`config.mk`:
```
export PLATFORM = sky130hd
export DESIGN_NAME = edo_dram_front
export DESIGN_NICKNAME = d
export VERILOG_FILES = /design/src/rtl/edo_pkg.sv /design/src/rtl/edo_strobe_merge.sv /design/src/rtl/edo_cell_array.sv /design/src/rtl/edo_refresh_age.sv /design/src/rtl/edo_dram_front.sv
export SDC_FILE = /design/constraint.sdc
export NUM_CORES = 2
export LEC_CHECK = 0
export ABC_AREA = 1
export BUFFER_PORTS_ARGS = -buffer_cell sky130_fd_sc_hd__buf_2
export CORE_UTILIZATION = 43
export CTS_BUF_LIST = sky130_fd_sc_hd__clkbuf_8
export CTS_CLUSTER_DIAMETER = 30
export DETAILED_ROUTE_END_ITERATION = 6
export PLACE_DENSITY = 0.63
export SYNTH_ARGS = -nofsm -noshare
export SYNTH_HDL_FRONTEND = slang
export SYNTH_HIERARCHICAL = 1
export SYNTH_SLANG_ARGS = --single-unit
```
`constraint.sdc`:
```
create_clock -name clk -period 8.7 [get_ports clk]
set_input_delay 1.305 -clock clk [delete_from_list [all_inputs] [get_ports clk]]
set_output_delay 1.305 -clock clk [all_outputs]
set_load 0.02 [all_outputs]
```
`src/rtl/edo_pkg.sv`:
```
`timescale 1ns/1ps
package edo_pkg;
    localparam int LANES  = 2;
    localparam int LANE_W = 8;
    localparam int DQ_W   = LANES * LANE_W;
    localparam int ADDR_W = 9;

    typedef enum logic [2:0] {
        KIND_NONE   = 3'd0,
        KIND_READ   = 3'd1,
        KIND_EWRITE = 3'd2,
        KIND_LWRITE = 3'd3,
        KIND_RASREF = 3'd4,
        KIND_CBR    = 3'd5
    } cyc_kind_e;
endpackage

```
`src/rtl/edo_strobe_merge.sv`:
```
`timescale 1ns/1ps
module edo_strobe_merge
    import edo_pkg::*;
(
    input  logic             clk,
    input  logic             rst_n,
    input  logic [LANES-1:0] lane_n,
    output logic [LANES-1:0] lane_low,
    output logic [LANES-1:0] lane_fall,
    output logic             any_low,
    output logic             first_fall,
    output logic             strobe_q
);
    typedef struct packed {
        logic [LANES-1:0] prev_n;
        logic             strobe;
    } mrg_t;

    mrg_t st_d, st_q;

    for (genvar i = 0; i < LANES; i++) begin : g_lane
        assign lane_low[i]  = ~lane_n[i];
        assign lane_fall[i] = st_q.prev_n[i] & ~lane_n[i];
    end

    assign any_low    = |lane_low;
    assign first_fall = (&st_q.prev_n) & any_low;
    assign strobe_q   = st_q.strobe;

    always_comb begin
        st_d        = st_q;
        st_d.prev_n = lane_n;
        if (any_low) begin
            st_d.strobe = 1'b1;
        end else if (&lane_n) begin
            st_d.strobe = 1'b0;
        end
    end

    always_ff @(posedge clk) begin
        if (!rst_n) begin
            st_q <= '{prev_n: '1, strobe: 1'b0};
        end else begin
            st_q <= st_d;
        end
    end
endmodule

```
`src/rtl/edo_cell_array.sv`:
```
`timescale 1ns/1ps
module edo_cell_array
    import edo_pkg::*;
#(
    parameter int ROW_W = 3,
    parameter int COL_W = 3
) (
    input  logic                   clk,
    input  logic                   rst_n,
    input  logic [ROW_W+COL_W-1:0] rd_idx,
    input  logic [ROW_W+COL_W-1:0] wr_idx,
    input  logic [LANES-1:0]       wr_lane,
    input  logic [DQ_W-1:0]        wr_data,
    output logic [DQ_W-1:0]        rd_data
);
    localparam int DEPTH = 1 << (ROW_W + COL_W);

    for (genvar l = 0; l < LANES; l++) begin : g_lane
        logic [LANE_W-1:0] cells [DEPTH];

        always_ff @(posedge clk) begin
            if (!rst_n) begin
                for (int k = 0; k < DEPTH; k++) begin
                    cells[k] <= '0;
                end
            end else if (wr_lane[l]) begin
                cells[wr_idx] <= wr_data[l*LANE_W +: LANE_W];
            end
        end

        assign rd_data[l*LANE_W +: LANE_W] = cells[rd_idx];
    end
endmodule

```
`src/rtl/edo_refresh_age.sv`:
```
`timescale 1ns/1ps
module edo_refresh_age
    import edo_pkg::*;
#(
    parameter int ROW_W = 3,
    parameter int LIMIT = 200
) (
    input  logic              clk,
    input  logic              rst_n,
    input  logic              ref_ev,
    input  logic [ADDR_W-1:0] ref_row,
    output logic              stale
);
    localparam int ROWS = 1 << ROW_W;
    localparam int AW   = $clog2(LIMIT + 2);
    localparam logic [AW-1:0] LIM_V = AW'(LIMIT);
    localparam logic [AW-1:0] SAT_V = AW'(LIMIT + 1);

    typedef struct packed {
        logic [ROWS-1:0][AW-1:0] age;
        logic                    stale;
    } age_t;

    age_t ag_d, ag_q;

    always_comb begin
        ag_d = ag_q;
        for (int r = 0; r < ROWS; r++) begin
            if (ref_ev && ref_row == ADDR_W'(r)) begin
                ag_d.age[r] = '0;
            end else if (ag_q.age[r] < SAT_V) begin
                ag_d.age[r] = ag_q.age[r] + 1'b1;
            end
            if (ag_q.age[r] > LIM_V) begin
                ag_d.stale = 1'b1;
            end
        end
    end

    always_ff @(posedge clk) begin
        if (!rst_n) begin
            ag_q <= '0;
        end else begin
            ag_q <= ag_d;
        end
    end

    assign stale = ag_q.stale;
endmodule

```
`src/rtl/edo_dram_front.sv`:
```
`timescale 1ns/1ps
module edo_dram_front
    import edo_pkg::*;
#(
    parameter int ROW_W         = 3,
    parameter int COL_W         = 3,
    parameter int REFRESH_LIMIT = 200
) (
    input  logic              clk,
    input  logic              rst_n,
    input  logic              ras_n,
    input  logic              lcas_n,
    input  logic              ucas_n,
    input  logic              we_n,
    input  logic              oe_n,
    input  logic [ADDR_W-1:0] addr,
    input  logic [DQ_W-1:0]   dq_in,
    output logic [DQ_W-1:0]   dq_out,
    output logic [LANES-1:0]  dq_oe,
    output logic              col_strobe,
    output logic [2:0]        cyc_kind,
    output logic [ADDR_W-1:0] cbr_row,
    output logic              refresh_stale
);
    localparam int IDX_W = ROW_W + COL_W;

    typedef struct packed {
        logic              ras_p;
        logic              we_p;
        logic              act;
        logic [ADDR_W-1:0] row;
        logic [ADDR_W-1:0] col;
        cyc_kind_e         kind;
        logic [LANES-1:0]  drv;
        logic [DQ_W-1:0]   dout;
        logic [ADDR_W-1:0] rfc;
    } ctl_t;

    ctl_t c_d, c_q;

    logic [LANES-1:0]  lane_low, lane_fall, wr_lane;
    logic              any_low, first_fall, strobe_q;
    logic [ADDR_W-1:0] col_sel, ref_row;
    logic              ref_ev, ras_fall, ras_rise, addr_ok;
    logic [IDX_W-1:0]  cell_idx;
    logic [DQ_W-1:0]   rd_data;

    edo_strobe_merge u_merge (
        .clk        (clk),
        .rst_n      (rst_n),
        .lane_n     ({ucas_n, lcas_n}),
        .lane_low   (lane_low),
        .lane_fall  (lane_fall),
        .any_low    (any_low),
        .first_fall (first_fall),
        .strobe_q   (strobe_q)
    );

    edo_cell_array #(.ROW_W(ROW_W), .COL_W(COL_W)) u_cells (
        .clk     (clk),
        .rst_n   (rst_n),
        .rd_idx  (cell_idx),
        .wr_idx  (cell_idx),
        .wr_lane (wr_lane),
        .wr_data (dq_in),
        .rd_data (rd_data)
    );

    edo_refresh_age #(.ROW_W(ROW_W), .LIMIT(REFRESH_LIMIT)) u_age (
        .clk     (clk),
        .rst_n   (rst_n),
        .ref_ev  (ref_ev),
        .ref_row (ref_row),
        .stale   (refresh_stale)
    );

    assign ras_fall = ~ras_n & c_q.ras_p;
    assign ras_rise = ras_n & ~c_q.ras_p;
    assign col_sel  = first_fall ? addr : c_q.col;
    assign cell_idx = {c_q.row[ROW_W-1:0], col_sel[COL_W-1:0]};
    assign addr_ok  = (c_q.row[ADDR_W-1:ROW_W] == '0) && (col_sel[ADDR_W-1:COL_W] == '0);

    always_comb begin
        c_d       = c_q;
        c_d.ras_p = ras_n;
        c_d.we_p  = we_n;
        wr_lane   = '0;
        ref_ev    = 1'b0;
        ref_row   = addr;

        if (ras_fall) begin
            ref_ev = 1'b1;
            if (any_low) begin
                c_d.kind = KIND_CBR;
                ref_row  = c_q.rfc;
                c_d.rfc  = c_q.rfc + 1'b1;
                c_d.act  = 1'b0;
            end else begin
                c_d.act  = 1'b1;
                c_d.row  = addr;
                c_d.kind = KIND_RASREF;
            end
        end
        if (ras_rise) begin
            c_d.act = 1'b0;
        end

        if (c_q.act && !ras_n) begin
            if (first_fall) begin
                c_d.col  = addr;
                c_d.kind = we_n ? KIND_READ : KIND_EWRITE;
            end
            for (int i = 0; i < LANES; i++) begin
                if (lane_fall[i]) begin
                    if (!we_n) begin
                        wr_lane[i] = addr_ok;
                    end else begin
                        c_d.dout[i*LANE_W +: LANE_W] =
                            addr_ok ? rd_data[i*LANE_W +: LANE_W] : '0;
                        c_d.drv[i] = 1'b1;
                    end
                end
            end
            if (!we_n && c_q.we_p && !first_fall && any_low &&
                (c_q.kind == KIND_READ || c_q.kind == KIND_LWRITE)) begin
                c_d.kind = KIND_LWRITE;
                wr_lane  = lane_low & {LANES{addr_ok}};
                c_d.drv  = '0;
            end
        end

        if (ras_n && !any_low) begin
            c_d.drv = '0;
        end
    end

    always_ff @(posedge clk) begin
        if (!rst_n) begin
            c_q <= '{ras_p: 1'b1, we_p: 1'b1, act: 1'b0, row: '0, col: '0,
                     kind: KIND_NONE, drv: '0, dout: '0, rfc: '0};
        end else begin
            c_q <= c_d;
        end
    end

    for (genvar i = 0; i < LANES; i++) begin : g_oe
        assign dq_oe[i] = c_q.drv[i] & ~oe_n & we_n;
    end

    assign dq_out     = c_q.dout;
    assign col_strobe = strobe_q;
    assign cyc_kind   = c_q.kind;
    assign cbr_row    = c_q.rfc;
endmodule

```
==> results.yml <==
synth:
  yosysSeqAreaShare_pct: 62.1
  ys_warn_count: 6
  syn_area_per_cell_um2: 9.22
  synth_nets: 5839
  ys.flop_type: "edfxtp_1"
  synth_cells: 5788
  async_flop_share_pct: 0
  syn-cell-area_mm2: 0.0534
  synth_edf_count: 1024
  synth_cell_type_count: 43
  synth-seq-cells: 1143
clock_network:
  cts_made_buffers: 222
  cts_tree: "done"
  cts_sinks: 1143
  cts_root_buf: "clkbuf_8"
  insertion_delay_ps: 920
  cts_max_path_buffers: 3
  cts_hold_buf: 0
  cts.htree.levels: 4
  post_cts_buffers: 0
  clk_pin_slew_ps: 60
  cts-resized-gates: 0
place:
  io_buffers: 63
  hpwlAfterDp_um: 90000
  postPlaceCellArea_mm2: 0.0546
  gp_congestion: 0.879
detailed_routing:
  vias_per_cell: 5.46
  detailedRoute.firstIterationViolations: 4749
  drtPass1Iterations: 6
  wirelength_um: 153000
  routedWlPerCell_um: 20.2
  vias: 41200
  ant_nets: 0
  drc: 0
sta:
  slew_violations: 0
  tns_ps: 0
  tightest_slew_ps: 1450
  rsz0062_at_grt: "no"
  setup_violations: 0
  hold_viol_final: 0
  finalClockSkew_ps: 49.0
  maxSlewHeadroom_pct: 2.87
  fmax_mhz: 196
  min_period_over_period_pct: 58.5
  min_period_ps: 5090
worst_setup_path:
  timing.rr.start: "u_merge/st_q[1]"
  critPathMaxFanout: 33
  crit_arrival_ps: 5630
  startpoint: "lcas_n"
  cp-start-kind: "primary input"
  r2r_cells: 13
  end_kind: "flip-flop"
  path_class: "in2reg"
  crit_required_ps: 9240
floorplanning:
  ios: 64
  rows: 128
  die_area_mm2: 0.126
  fp.coreArea_mm2: 0.123
  die_h_um: 354
  floorplan.initialDensity_pct: 43.6
  fp.dieW_um: 354
cells_and_area:
  nNetsFinal: 5782
  drive_gt1_share_pct: 10.8
  final_common_cell: "nand2_1"
  stdcell_area_mm2: 0.0595
  mostFrequentLayoutCells: "nand2_1 (1,655), nor2_1 (1,138), edfxtp_1 (1,024), nand3_1 (938), clkbuf_8 (235)"
  fillers: 11400
  synthToLayoutAreaGrowth_pct: 11.6
min_path:
  min_from: "c_q[35]"
  min_path_cells: 2
  hold_class: "reg2reg"
power:
  leakagePower_nw: 23.9
  cellPowerDensity_mw_per_mm2: 223
  ir_drop_mv: 0.174
global_routing:
  grt_start_max_net_pins: 221
  grt_pass1_wl_um: 231000
  grt_pass1_vias: 39300
  global_route.overflow_total: 0
  antenna_found_initial: 11
  grtUsageTotal_pct: 24.0
flow_run:
  cap_violations: 0
outcome:
  status: "complete, no violations"
[cells by family after synthesis]
logic type	after synthesis	synth area share, %
buffers and inverters	566	4.50
xor gates and xnor gates	23	0.377
and+or+nand+nor	3865	30.7
DFF	1143	62.1
AOI/OAI and AO/OA	172	1.88
adders and majority gates	19	0.445
[power breakdown]
| group | internal [W] | total [W] | switching, W |
|---|---|---|---|
| Combinational | 0.000266 | 0.00118 | 0.000912 |
| Sequential | 0.00614 | 0.00620 | 0.0000613 |
| Clock | 0.00347 | 0.00591 | 0.00243 |
| Total | 0.00988 | 0.0133 | 0.00340 |
[through the flow]
step	utilization (%)	instances	power [W]	setup slack, ps	hold WS (ps)
5_1_grt	48.6	7551	0.0137	3300	484
3_5_place_dp	44.5	7132	0.00747	2760	443
3_3_place_gp	44.5	7130	0.00746	2320	441
2_1_floorplan	-	5788	0.00706	4860	424
4_1_cts	48.6	7548	0.0134	3720	453
6_report	48.6	7552	0.0133	3610	452
[synth_stat cells (2+ instances only)]
cell type | instances | area, um^2
a21oi_1 | 82 | 410
a21oi_2 | 4 | 35.0
a31oi_1 | 7 | 43.8
buf_1 | 35 | 131
buf_2 | 79 | 395
buf_4 | 40 | 300
buf_6 | 4 | 45.0
clkbuf_1 | 243 | 912
clkinv_1 | 2 | 7.51
dfxtp_1 | 119 | 2380
edfxtp_1 | 1024 | 30700
ha_1 | 19 | 238
inv_1 | 126 | 473
inv_2 | 37 | 139
nand2_1 | 1655 | 6210
nand2_2 | 9 | 56.3
nand2_4 | 2 | 22.5
nand3_1 | 938 | 4690
nand3_2 | 70 | 701
nand3b_1 | 5 | 37.5
nand4_1 | 7 | 43.8
nor2_1 | 1138 | 4270
nor2_2 | 7 | 43.8
nor2_4 | 5 | 56.3
nor3_1 | 9 | 45.0
nor3_2 | 13 | 130
nor3_4 | 3 | 48.8
o211ai_1 | 2 | 15.0
o21ai_0 | 58 | 290
o21ai_1 | 2 | 10.0
o21ai_2 | 5 | 43.8
o21ai_4 | 6 | 97.6
or2_0 | 2 | 12.5
xor2_1 | 22 | 193
[layout make-up]
class / count / area, um^2 / share of cell area [%]
Inverter: 165 / 647 / 1.09
Tap cell: 1625 / 2030 / 3.41
Clock inverter: 182 / 1750 / 2.94
Sequential cell: 1143 / 33100 / 55.6
Timing Repair Buffer: 120 / 842 / 1.41
Multi-Input combinational cell: 4079 / 17900 / 30.1
Antenna cell: 4 / 10.0 / 0.0168
Clock buffer: 234 / 3220 / 5.41
[path summary, 6_finish.rpt]
| check | slack [ps] | endpoint |
|---|---|---|
| worst min register to register | 450 | c_q[35] |
| worst max-delay path | 3610 | u_cells/g_lane[0].cells[25][0] |
| worst min-delay path | 450 | c_q[35] |
| worst max register to register | 3910 | u_cells/g_lane[0].cells[25][0] |
[sequential cells by signal, indices dropped and copies added, names as in the netlist]
name / flops
cbr_row: 9
u_merge/strobe_q: 1
u_age/ag_q: 64
u_merge/st_q: 2
u_cells/g_lane.cells: 1024
c_q: 23
u_age/stale: 1
dq_out: 16
cyc_kind: 3
[layer usage]
layer	track usage (%)	share of wire, %
met5	0	0.043
met4	8.87	3.1
met3	4.58	9.6
met2	38.2	46
met1	32.8	41
[critical path, cell delays in order]
cell	delay, ps
buf_2	120
nand2_2	140
inv_2	60
nor2_2	500
nand2_1	140
nor2_1	130
nand2_1	60
nand2_1	630
nand3_1	140
o21ai_0	210
nand2_1	100
clkinv_2	580
buf_4	720
nand2_1	370
nand2_1	390
Power figures use the tool's default switching activity.
